$ cat config.mk
export PLATFORM = sky130hd
export DESIGN_NAME = intv_timer
export DESIGN_NICKNAME = d
export VERILOG_FILES = /design/src/rtl/intv_timer_pkg.sv /design/src/rtl/intv_counter.sv /design/src/rtl/intv_regfile.sv /design/src/rtl/intv_rdport.sv /design/src/rtl/intv_timer.sv
export SDC_FILE = /design/constraint.sdc
export NUM_CORES = 1
export LEC_CHECK = 0
export ABC_AREA = 0
export BUFFER_PORTS_ARGS = -buffer_cell sky130_fd_sc_hd__buf_2
export CAP_MARGIN = 20
export CORE_AREA = 2 2 115 117
export DETAILED_ROUTE_END_ITERATION = 6
export DIE_AREA = 0 0 117 119
export PLACE_DENSITY = 0.79
export SYNTH_ARGS = -nofsm -noshare
export SYNTH_HDL_FRONTEND = slang
export SYNTH_SLANG_ARGS = --single-unit
$ cat constraint.sdc
create_clock -name clk -period 3.5 [get_ports clk]
set_clock_uncertainty 0.2 [all_clocks]
set_input_delay 0.35 -clock clk [delete_from_list [all_inputs] [get_ports clk]]
set_output_delay 0.35 -clock clk [all_outputs]
set_load 0.05 [all_outputs]
$ cat src/rtl/intv_timer_pkg.sv
`timescale 1ns/1ps
package intv_timer_pkg;
  // register indices (byte address >> 2)
  localparam int unsigned IX_STATUS = 0;
  localparam int unsigned IX_CTRL   = 1;
  localparam int unsigned IX_PER_LO = 2;
  localparam int unsigned IX_PER_HI = 3;
  localparam int unsigned IX_CAP_LO = 4;
  localparam int unsigned IX_CAP_HI = 5;
  localparam int unsigned NUM_REGS  = 6;

  // status bit positions
  localparam int unsigned ST_TO  = 0;
  localparam int unsigned ST_RUN = 1;

  // control bit positions
  localparam int unsigned CT_IEN  = 0;
  localparam int unsigned CT_CONT = 1;
  localparam int unsigned CT_GO   = 2;
  localparam int unsigned CT_HALT = 3;

  typedef struct packed {
    logic cont;
    logic ien;
  } ctrl_t;
endpackage

$ cat src/rtl/intv_counter.sv
`timescale 1ns/1ps
module intv_counter #(
  parameter int CNT_W = 32
) (
  input  logic             clk,
  input  logic             rst_n,
  input  logic             tick_en,
  input  logic             run,
  input  logic             load,
  input  logic [CNT_W-1:0] load_val,
  output logic [CNT_W-1:0] count,
  output logic             expire
);
  logic [CNT_W-1:0] cnt_q, cnt_d, lim_q, lim_d;
  logic             step, cnt_ce;

  always_comb begin
    step   = run & tick_en;
    expire = step & (cnt_q == '0);
    cnt_ce = load | step;
    lim_d  = load ? load_val : lim_q;
    if (load)        cnt_d = load_val;
    else if (expire) cnt_d = lim_q;
    else             cnt_d = cnt_q - 1'b1;
  end

  always_ff @(posedge clk or negedge rst_n) begin
    if (!rst_n) begin
      cnt_q <= '1;
      lim_q <= '1;
    end else begin
      if (cnt_ce) cnt_q <= cnt_d;
      if (load)   lim_q <= lim_d;
    end
  end

  assign count = cnt_q;

  p_dec_r6: assert property (@(posedge clk) disable iff (!rst_n)
    (run && tick_en && !load && cnt_q != '0) |=> (cnt_q == $past(cnt_q) - 1'b1));
  p_reload_r7: assert property (@(posedge clk) disable iff (!rst_n)
    (run && tick_en && !load && cnt_q == '0) |=> (cnt_q == lim_q));
  p_hold_r6: assert property (@(posedge clk) disable iff (!rst_n)
    (!load && !(run && tick_en)) |=> $stable(cnt_q));
endmodule

$ cat src/rtl/intv_regfile.sv
`timescale 1ns/1ps
module intv_regfile
  import intv_timer_pkg::*;
#(
  parameter int DATA_W = 32,
  parameter int ADDR_W = 8
) (
  input  logic                clk,
  input  logic                rst_n,
  input  logic                wr_en,
  input  logic [ADDR_W-1:0]   addr,
  input  logic [DATA_W-1:0]   wdata,
  input  logic [DATA_W-1:0]   count,
  input  logic                expire,
  output logic                run,
  output logic                to_flag,
  output ctrl_t               ctrl,
  output logic [DATA_W/2-1:0] per_lo,
  output logic [DATA_W/2-1:0] per_hi,
  output logic                per_load,
  output logic [DATA_W-1:0]   per_val,
  output logic [DATA_W-1:0]   cap
);
  localparam int HALF_W = DATA_W / 2;
  localparam int IDX_W  = ADDR_W - 2;

  logic [IDX_W-1:0]  idx;
  logic              hit_st, hit_ct, hit_plo, hit_phi, hit_cap;
  logic              run_q, run_d, to_q, to_d, cmd_run;
  ctrl_t             ctrl_q, ctrl_d;
  logic [HALF_W-1:0] plo_q, plo_d, phi_q, phi_d;
  logic [DATA_W-1:0] cap_q, cap_d;
  logic              unused_wr;

  assign idx       = addr[ADDR_W-1:2];
  assign unused_wr = ^{addr[1:0], wdata[DATA_W-1:HALF_W]};

  always_comb begin
    hit_st  = wr_en && (idx == IDX_W'(IX_STATUS));
    hit_ct  = wr_en && (idx == IDX_W'(IX_CTRL));
    hit_plo = wr_en && (idx == IDX_W'(IX_PER_LO));
    hit_phi = wr_en && (idx == IDX_W'(IX_PER_HI));
    hit_cap = wr_en && ((idx == IDX_W'(IX_CAP_LO)) || (idx == IDX_W'(IX_CAP_HI)));

    plo_d    = hit_plo ? wdata[HALF_W-1:0] : plo_q;
    phi_d    = hit_phi ? wdata[HALF_W-1:0] : phi_q;
    per_load = hit_plo | hit_phi;
    per_val  = {phi_d, plo_d};

    ctrl_d = ctrl_q;
    if (hit_ct) begin
      ctrl_d.ien  = wdata[CT_IEN];
      ctrl_d.cont = wdata[CT_CONT];
    end

    // start evaluated first, then stop
    cmd_run = run_q;
    if (wdata[CT_GO] && !cmd_run)  cmd_run = 1'b1;
    if (wdata[CT_HALT] && cmd_run) cmd_run = 1'b0;

    if (per_load)                   run_d = 1'b0;
    else if (hit_ct)                run_d = cmd_run;
    else if (expire && !ctrl_q.cont) run_d = 1'b0;
    else                            run_d = run_q;

    if (expire)     to_d = 1'b1;
    else if (hit_st) to_d = 1'b0;
    else            to_d = to_q;

    cap_d = hit_cap ? count : cap_q;
  end

  always_ff @(posedge clk or negedge rst_n) begin
    if (!rst_n) begin
      run_q  <= 1'b0;
      to_q   <= 1'b0;
      ctrl_q <= '0;
      plo_q  <= '0;
      phi_q  <= '0;
      cap_q  <= '0;
    end else begin
      run_q <= run_d;
      to_q  <= to_d;
      if (hit_ct)  ctrl_q <= ctrl_d;
      if (hit_plo) plo_q  <= plo_d;
      if (hit_phi) phi_q  <= phi_d;
      if (hit_cap) cap_q  <= cap_d;
    end
  end

  assign run     = run_q;
  assign to_flag = to_q;
  assign ctrl    = ctrl_q;
  assign per_lo  = plo_q;
  assign per_hi  = phi_q;
  assign cap     = cap_q;

  p_per_stop_r5: assert property (@(posedge clk) disable iff (!rst_n)
    (hit_plo || hit_phi) |=> !run_q);
  p_both_cmd_r4: assert property (@(posedge clk) disable iff (!rst_n)
    (hit_ct && wdata[CT_GO] && wdata[CT_HALT]) |=> !run_q);
  p_to_set_r6: assert property (@(posedge clk) disable iff (!rst_n)
    expire |=> to_q);
  p_to_sticky_r9: assert property (@(posedge clk) disable iff (!rst_n)
    (to_q && !hit_st) |=> to_q);
  p_to_clear_r9: assert property (@(posedge clk) disable iff (!rst_n)
    (hit_st && !expire) |=> !to_q);
  p_run_ro_r11: assert property (@(posedge clk) disable iff (!rst_n)
    (hit_st && !expire) |=> (run_q == $past(run_q)));
endmodule

$ cat src/rtl/intv_rdport.sv
`timescale 1ns/1ps
module intv_rdport
  import intv_timer_pkg::*;
#(
  parameter int DATA_W = 32,
  parameter int ADDR_W = 8
) (
  input  logic                clk,
  input  logic                rst_n,
  input  logic                rd_en,
  input  logic [ADDR_W-1:0]   addr,
  input  logic                run,
  input  logic                to_flag,
  input  ctrl_t               ctrl,
  input  logic [DATA_W/2-1:0] per_lo,
  input  logic [DATA_W/2-1:0] per_hi,
  input  logic [DATA_W-1:0]   cap,
  output logic                rd_valid,
  output logic [DATA_W-1:0]   rd_data
);
  localparam int HALF_W = DATA_W / 2;
  localparam int IDX_W  = ADDR_W - 2;

  logic [IDX_W-1:0]  idx;
  logic [DATA_W-1:0] dat_d, dat_q;
  logic              vld_q;
  logic              unused_lo;

  assign idx       = addr[ADDR_W-1:2];
  assign unused_lo = ^addr[1:0];

  always_comb begin
    dat_d = '0;
    if (idx == IDX_W'(IX_STATUS)) begin
      dat_d[ST_TO]  = to_flag;
      dat_d[ST_RUN] = run;
    end else if (idx == IDX_W'(IX_CTRL)) begin
      dat_d[CT_IEN]  = ctrl.ien;
      dat_d[CT_CONT] = ctrl.cont;
    end else if (idx == IDX_W'(IX_PER_LO)) begin
      dat_d[HALF_W-1:0] = per_lo;
    end else if (idx == IDX_W'(IX_PER_HI)) begin
      dat_d[HALF_W-1:0] = per_hi;
    end else if (idx == IDX_W'(IX_CAP_LO)) begin
      dat_d[HALF_W-1:0] = cap[HALF_W-1:0];
    end else if (idx == IDX_W'(IX_CAP_HI)) begin
      dat_d[HALF_W-1:0] = cap[DATA_W-1:HALF_W];
    end
  end

  always_ff @(posedge clk or negedge rst_n) begin
    if (!rst_n) begin
      vld_q <= 1'b0;
      dat_q <= '0;
    end else begin
      vld_q <= rd_en;
      if (rd_en) dat_q <= dat_d;
    end
  end

  assign rd_valid = vld_q;
  assign rd_data  = dat_q;

  p_rd_lat_r12: assert property (@(posedge clk) disable iff (!rst_n)
    rd_en |=> rd_valid);
  p_ctrl_cmd_zero_r3: assert property (@(posedge clk) disable iff (!rst_n)
    (rd_en && idx == IDX_W'(IX_CTRL)) |=> (rd_data[DATA_W-1:2] == '0));
endmodule

$ cat src/rtl/intv_timer.sv
`timescale 1ns/1ps
module intv_timer
  import intv_timer_pkg::*;
#(
  parameter int DATA_W = 32,
  parameter int ADDR_W = 8
) (
  input  logic              clk,
  input  logic              rst_n,
  input  logic              tick_en,
  input  logic              wr_en,
  input  logic              rd_en,
  input  logic [ADDR_W-1:0] addr,
  input  logic [DATA_W-1:0] wdata,
  output logic              rd_valid,
  output logic [DATA_W-1:0] rd_data,
  output logic              irq
);
  localparam int HALF_W = DATA_W / 2;

  logic              run, to_flag, per_load, expire;
  ctrl_t             ctrl;
  logic [HALF_W-1:0] per_lo, per_hi;
  logic [DATA_W-1:0] per_val, count, cap;

  intv_counter #(.CNT_W(DATA_W)) u_cnt (
    .clk(clk), .rst_n(rst_n), .tick_en(tick_en), .run(run),
    .load(per_load), .load_val(per_val), .count(count), .expire(expire)
  );

  intv_regfile #(.DATA_W(DATA_W), .ADDR_W(ADDR_W)) u_regs (
    .clk(clk), .rst_n(rst_n), .wr_en(wr_en), .addr(addr), .wdata(wdata),
    .count(count), .expire(expire), .run(run), .to_flag(to_flag),
    .ctrl(ctrl), .per_lo(per_lo), .per_hi(per_hi), .per_load(per_load),
    .per_val(per_val), .cap(cap)
  );

  intv_rdport #(.DATA_W(DATA_W), .ADDR_W(ADDR_W)) u_rd (
    .clk(clk), .rst_n(rst_n), .rd_en(rd_en), .addr(addr), .run(run),
    .to_flag(to_flag), .ctrl(ctrl), .per_lo(per_lo), .per_hi(per_hi),
    .cap(cap), .rd_valid(rd_valid), .rd_data(rd_data)
  );

  assign irq = to_flag & ctrl.ien;
endmodule

==> results of run 1 <==
[power by group through the flow]
stage | logic, uW | registers, uW | clock network [uW]
5_1_grt | 1240 | 2520 | 2020
3_3_place_gp | 1060 | 2460 | 0
3_5_place_dp | 1100 | 2480 | 0
4_1_cts | 1120 | 2460 | 1930
6_report | 1140 | 2470 | 1930
2_1_floorplan | 792 | 2430 | 0
[placed cells by master, fill, tap and decap left out, types with 4 or more instances in the layout]
master / Yosys / final
a21o_1: 12 / 12
a21oi_1: 32 / 32
a222oi_1: 14 / 14
a22o_1: 14 / 14
a311o_1: 6 / 6
a31oi_1: 14 / 14
and2_1: 12 / 12
and3_1: 4 / 4
buf_2: 4 / 43
buf_4: 16 / 22
bufinv_16: 0 / 4
clkbuf_16: 0 / 17
clkinv_4: 0 / 4
conb_1: 1 / 16
dfrtp_1: 85 / 85
dfstp_2: 64 / 64
inv_1: 9 / 9
mux2_2: 63 / 63
mux2i_1: 18 / 18
nand2_1: 56 / 56
nand3_1: 16 / 15
nor2_1: 52 / 52
nor2b_1: 5 / 5
nor3_1: 16 / 16
nor4_1: 11 / 11
o211ai_1: 11 / 11
o21a_1: 8 / 8
o21ai_0: 30 / 30
o31ai_1: 4 / 4
or2_2: 6 / 6
or3_1: 6 / 6
or4_1: 5 / 5
or4_4: 4 / 4
xnor2_1: 11 / 11
xor2_1: 8 / 8
[worst max path at each step]
stage	slack, ns	start	depth (start not counted)	to
after detailed placement	0.37	u_cnt.count[26]	7	u_cnt.count[21]
after global placement	0.37	u_cnt.count[26]	7	u_cnt.count[21]
after CTS	0.31	u_cnt.count[26]	7	u_cnt.count[21]
final	0.28	u_cnt.count[26]	7	u_cnt.count[21]
after global routing	0.20	u_cnt.count[26]	7	u_cnt.count[19]
after floorplan	0.52	u_cnt.count[26]	9	u_cnt.count[20]
[worst reg2reg max path, stage by stage (launching register included)]
cell	delay, ns
dfstp_2	0.39
or4_4	0.57
or4_1	0.62
or4_1	0.61
buf_4	0.25
o21ai_0	0.17
a21oi_1	0.06
a311o_1	0.28
[cells by family (layout without fill, tap and decap cells)]
| group | count (synthesis) | count (layout) | share of synthesized area |
|---|---|---|---|
| adders and majority gates | 1 | 1 | 0.00171 |
| other | 1 | 16 | 0.000512 |
| buffers and inverters | 67 | 110 | 0.0453 |
| AOI/OAI and AO/OA | 161 | 161 | 0.152 |
| DFF | 149 | 149 | 0.520 |
| xor gates and xnor gates | 19 | 19 | 0.0227 |
| and+or+nand+nor | 201 | 201 | 0.136 |
| muxes | 81 | 81 | 0.122 |
[synthesized netlist by cell type (all sizes together) (9+ instances only)]
cell type  instances
dfrtp             85
dfstp             64
mux2              63
nand2             56
nor2              52
clkbuf            33
a21oi             32
o21ai             31
buf               25
mux2i             18
nand3             16
nor3              16
a222oi            14
a22o              14
a31oi             14
a21o              12
and2              12
nor4              11
o211ai            11
xnor2             11
inv                9
or4                9
[area by class of cell]
cell class | instances | area, sq um
inverters | 9 | 33.8
clock buffers | 20 | 447
flip-flops and latches | 149 | 3810
fillers | 944 | 4510
clock inverters | 12 | 180
multi-input cells | 479 | 3240
repair buffers | 69 | 432
well taps | 176 | 220
[layer usage]
metal,vias to the layer above,GRT usage,wire length (um)
met5,-,0,0
met4,0,0.123,593
met3,56,0.0682,1670
met2,340,0.428,8800
met1,2879,0.376,7560
li1,2568,-,-
[sequential cells by signal, indices dropped and copies added (netlist names)]
| register | count |
|---|---|
| u_regs.to_flag | 1 |
| u_regs.per_hi | 16 |
| u_regs.cap | 32 |
| u_rd.rd_valid | 1 |
| u_cnt.count | 32 |
| u_regs.per_lo | 16 |
| u_cnt.lim_q | 32 |
| u_rd.rd_data | 16 |
| u_regs.run | 1 |
| u_regs.ctrl | 2 |
[stage by stage]
| stage | area (sq um) | power (uW) | cells | hold WS, ns |
|---|---|---|---|---|
| after detailed placement | 7720 | 3590 | 880 | 0.249 |
| after global routing | 8360 | 5780 | 914 | 0.0238 |
| after floorplan | 7380 | 3220 | 695 | -0.146 |
| final | 8360 | 5540 | 914 | 0.0176 |
| after global placement | 7720 | 3520 | 880 | 0.239 |
| after CTS | 8360 | 5520 | 914 | 0.00752 |
[timing repair]
item / 4_1_cts / 5_1_grt
hold endpoints to repair: 54 / 0
endpoints found under the setup margin: 0 / 0
hold buffers: 2 / 0
==> impl_metrics.tcl, run 1 <==
set metrics [dict create \
    area_growth_pct 14.2 \
    synth_area_leaders "dfrtp_1, dfstp_2, mux2_2" \
    wl_per_cell_um 20.4 \
    overflow 0 \
    critPathBufInv 1 \
    hold_start "wdata[1]" \
    p_switching_uw 1680 \
    internal_power_uw 3860 \
    final_max_slew_viol_count 0 \
    cts_max_path_buffers 2 \
    max_slew_margin 0.418 \
    fmax_ghz 0.311 \
    period_minus_slack_ns 3.22 \
    clock_latency_ns 0.43 \
    status "completed" \
    worstRegToRegCells 7 \
    synth-edff-count 0 \
    cts_tree "done" \
    p_per_area_nw_per_um2 663 \
    rsz0062_at_grt "no" \
    fin_crit_sh 0.919 \
    vias 5843 \
    setup_viol 0 \
    post_cts_buffers 0 \
    drive_gt1_frac 0.321 \
    critPathArrivalTime_ns 3.36 \
    critPathMostFrequentCell "or4_1" \
    yosys_register_bits 149 \
    die-area_sq_um 13900 \
    reg2reg_from "u_cnt.count[26]" \
    cts_sinks 149 \
    pwr-share-clk 0.349 \
    ctsResizeCount 0 \
    synth_top_area_frac 0.291 \
    p_seq_frac 0.447 \
    vdd_drop_max_mv 0.384 \
    worst_slack_ns 0.283 \
    ant_nets 0 \
    dp_slack_ns 0.371 \
    numCtsBuffers 17 \
    cpPeakStageDelay_ns 0.62 \
    clkTransAtPathRegs_ns 0.06 \
    cts-root-buf "clkbuf_16" \
    grt_max_degree 86 \
    htree_levels 4 \
    first_pass_iters 6 \
    wl_um 18600 \
    hold_viol 0 \
    die_h_um 119 \
    ys_seq_area_frac 0.520 \
    ys.warnings.count 0 \
    grt_pass1_vias 5707 \
    drc 0 \
    io_buffers 44 \
    antenna_found_initial 0 \
    die_x_um 117 \
    cp_slowest_cell "or4_1" \
    syn_avg_cell_area_sq_um 10.8 \
    grt_pass1_wl_um 29800 \
    synth_top_area_cell "dfrtp_1" \
    dp_hpwl_um 12100 \
    hold-path-cell-count 2 \
    diodes 0 \
    fp-row-count 42 \
    swShare 0.303 \
    synth_area_sq_um 7320 \
    final_core_util 0.650 \
    crit_type "register to register" \
    rrSetupSlack_ns 0.28 \
    ys.flop_type "dfrtp_1" \
    p_leak_uw 0.00377 \
    core_area_sq_um 12900 \
    crit_path_start_kind "register" \
    required_ns 3.65 \
    nets 771 \
    combPwrFrac 0.205 \
    max_cap_violations 0 \
    whs_endpoint "u_regs.ctrl[1]" \
    start_util 0.569 \
    synthArstFlopShare 1.00 \
    tightest_slew_ns 0.870 \
    gr-usage-all-layers 0.279 \
    vias_per_cell 6.39 \
    fin_tns_setup_ns 0 \
    cp-end-kind "register" \
    critPathTopFamily "simple AND/OR/NAND/NOR gates" \
    path_cells "or4_4 > or4_1 > or4_1 > buf_4 > o21ai_0 > a21oi_1 > a311o_1" \
    hold_class "input port to register" \
    drt-initial-drc-count 734 \
    critPathMaxFanout 19 \
    ios 79 \
    synthesis.instances 680 \
    place.gp.congestion 0.935 \
    synth_cell_types 52 \
    rr_endpoint "u_cnt.count[21]" \
]
No activity file was read; power rests on OpenSTA's default activity.
==> inputs of run 2 (changes only) <==
CORE_AREA = 2 2 117 119   (was 2 2 115 117)
DIE_AREA = 0 0 119 121   (was 0 0 117 119)
PLACE_DENSITY = 0.85   (was 0.79)
SYNTH_HIERARCHICAL = 1   (was unset)
clock period = 3.9 ns   (was 3.5 ns; I/O delays follow)
==> run 2 against run 1 <==
Via count grew 8.5%. Global-route usage grew 3.4 points. Sequential share of layout area shrank 4.1 points. Highest routed layer unchanged.
==> impl_metrics.tcl, run 2 <==
set metrics [dict create \
    status "completed" \
    hold_viol 0 \
    required_ns 4.06 \
    layout_commonest_cell "dfrtp_1" \
    synthXorXnorAreaFrac 0.00838 \
    overflow 0 \
    cp_slowest_cell "or4_1" \
    antenna_found_initial 0 \
    period_minus_slack_ns 3.37 \
    ys_seq_area_frac 0.455 \
    yosys-mux-area-fraction 0.187 \
    nets 810 \
    crit_path_start_kind "register" \
    first_pass_iters 7 \
    yosys_register_bits 149 \
    cts_max_path_buffers 2 \
    combPwrFrac 0.189 \
    critPathMaxFanout 16 \
    core_area_sq_um 13100 \
    fmax_ghz 0.296 \
    synth_top_area_cell "dfrtp_1" \
    wl_per_cell_um 22.7 \
    max_slew_margin 0.331 \
    synth_area_leaders "dfrtp_1, dfstp_2, mux2_2" \
    vias_per_cell 6.65 \
    grt_pass1_wl_um 34700 \
    place.gp.congestion 0.900 \
    path_cells "inv_1 > ha_1 > nor2b_1 > nand4b_2 > or4_1 > or4_1 > a31oi_1" \
    crit_type "register to register" \
    htree_levels 4 \
    critPathMostFrequentCell "or4_1" \
    synth_area_sq_um 8360 \
    yosys-top-cells-count "dfrtp_1, mux2_2, dfstp_2" \
    internal_power_uw 3390 \
    io_buffers 44 \
    ant_nets 0 \
    clock_latency_ns 0.44 \
    cpPeakStageDelay_ns 0.83 \
    final_cell_mix "dfrtp_1, mux2_2, dfstp_2, nor2_1, buf_2" \
    worst_slack_ns 0.526 \
    gr-usage-all-layers 0.313 \
    dp_slack_ns 0.614 \
    ys.warnings.count 6 \
    drt-initial-drc-count 673 \
    fp-row-count 42 \
    post-synth-top-count-cell "dfrtp_1" \
    cts-root-buf "clkbuf_16" \
    ios 79 \
    synth_top_family_by_area "multiplexers" \
    synth_compound_area_frac 0.157 \
    drive_gt1_frac 0.390 \
    clkTransAtPathRegs_ns 0.06 \
    fin_crit_sh 0.865 \
    die_h_um 121 \
    synth_cell_types 74 \
    max_cap_violations 0 \
    wl_um 21700 \
    final_max_slew_viol_count 0 \
    cts_tree "done" \
    dp_hpwl_um 14000 \
    final_core_util 0.702 \
    drc 0 \
    die_x_um 119 \
    setup_viol 0 \
    grt_pass1_vias 6545 \
    p_per_area_nw_per_um2 520 \
    synth_top_area_frac 0.254 \
    fin_tns_setup_ns 0 \
    p_seq_frac 0.453 \
    post_cts_buffers 0 \
    diodes 0 \
    hold_class "input port to register" \
    synthesis.instances 737 \
    final_area_sq_um 9190 \
    pwr-share-clk 0.358 \
    die-area_sq_um 14400 \
    cp-end-kind "register" \
    tightest_slew_ns 1.00 \
    syn_avg_cell_area_sq_um 11.3 \
    start_util 0.639 \
    p_leak_uw 0.00406 \
    vdd_drop_max_mv 0.455 \
    placed_area_sq_um 8560 \
    p_switching_uw 1390 \
    synth-edff-count 0 \
    grt_max_degree 71 \
    vias 6341 \
    synth-adder-area-share 0.00150 \
    area_growth_pct 9.89 \
    numCtsBuffers 17 \
    critPathArrivalTime_ns 3.53 \
    synthArstFlopShare 1.00 \
    cts_sinks 149 \
    yosys.area_share.simple 0.127 \
    rsz0062_at_grt "no" \
    ys.flop_type "dfrtp_1" \
    swShare 0.292 \
]
[run 2: worst max-delay path: cells and delay by family (launching register included)]
kind / cells / cell delay [ns]
simple gates: 4 / 2.21
fa+ha+maj: 1 / 0.22
compound gates: 1 / 0.19
buf+inv: 1 / 0.08
flops: 1 / 0.39
[run 2: path summary, 6_finish.rpt]
kind                           startpoint                end  slack [ns]  depth (start not counted)
max                        u_cnt/count[0]    u_cnt/count[30]        0.53                          7
min                             wdata[14]  u_regs/per_lo[14]        0.04                          2
max reg2reg                u_cnt/count[0]    u_cnt/count[30]        0.53                          7
min reg2reg                u_cnt/lim_q[4]     u_cnt/lim_q[4]        0.28                          2
max in group asynchronous           rst_n    u_cnt/lim_q[17]        2.16                          3
min in group asynchronous           rst_n     u_regs/to_flag        0.34                          2
[run 2: timing repair]
action                                 CTS  global route
endpoints found under the hold margin   25             0
resized for setup                        0             0
hold buffers                             1             0
[run 2: through the flow]
step | instances | total power (uW) | hold WS, ns
finish | 953 | 4780 | 0.0403
global placement | 920 | 2990 | 0.230
detailed placement | 920 | 3050 | 0.235
global route | 953 | 4970 | 0.0346
floorplan | 752 | 2760 | -0.106
CTS | 953 | 4780 | 0.0281
[run 2: power by group through the flow]
stage | clock [uW] | combinational (uW) | sequential [uW]
after floorplan | 0 | 667 | 2090
after detailed placement | 0 | 869 | 2180
after CTS | 1730 | 888 | 2160
after global placement | 0 | 834 | 2160
final | 1710 | 903 | 2160
after global routing | 1810 | 973 | 2200
[run 2: per-layer routing]
metal  GRT usage  wire, um  up-vias
met5           0         0        -
met4       0.196      1220        0
met3      0.0681      1350       88
li1            -         -     2761
met2       0.509     10600      313
met1       0.382      8530     3179
[run 2: cells by family (layout without fill, tap and decap cells)]
group | count (synthesis) | in the layout
multiplexers | 126 | 126
adder cells (fa/ha/maj) | 1 | 1
flip-flops | 149 | 149
AND/OR/NAND/NOR | 182 | 182
buffers and inverters | 98 | 123
XOR/XNOR | 8 | 8
other | 1 | 16
AO/OA/AOI/OAI | 172 | 172
[run 2: cell type report]
cell class	instances	area, sq um
clock buffer	24	502
sequential	149	3810
multi-input combinational	505	4080
clock inverter	8	120
fill	883	3890
timing repair buffer	58	334
inverter	33	124
tap	176	220
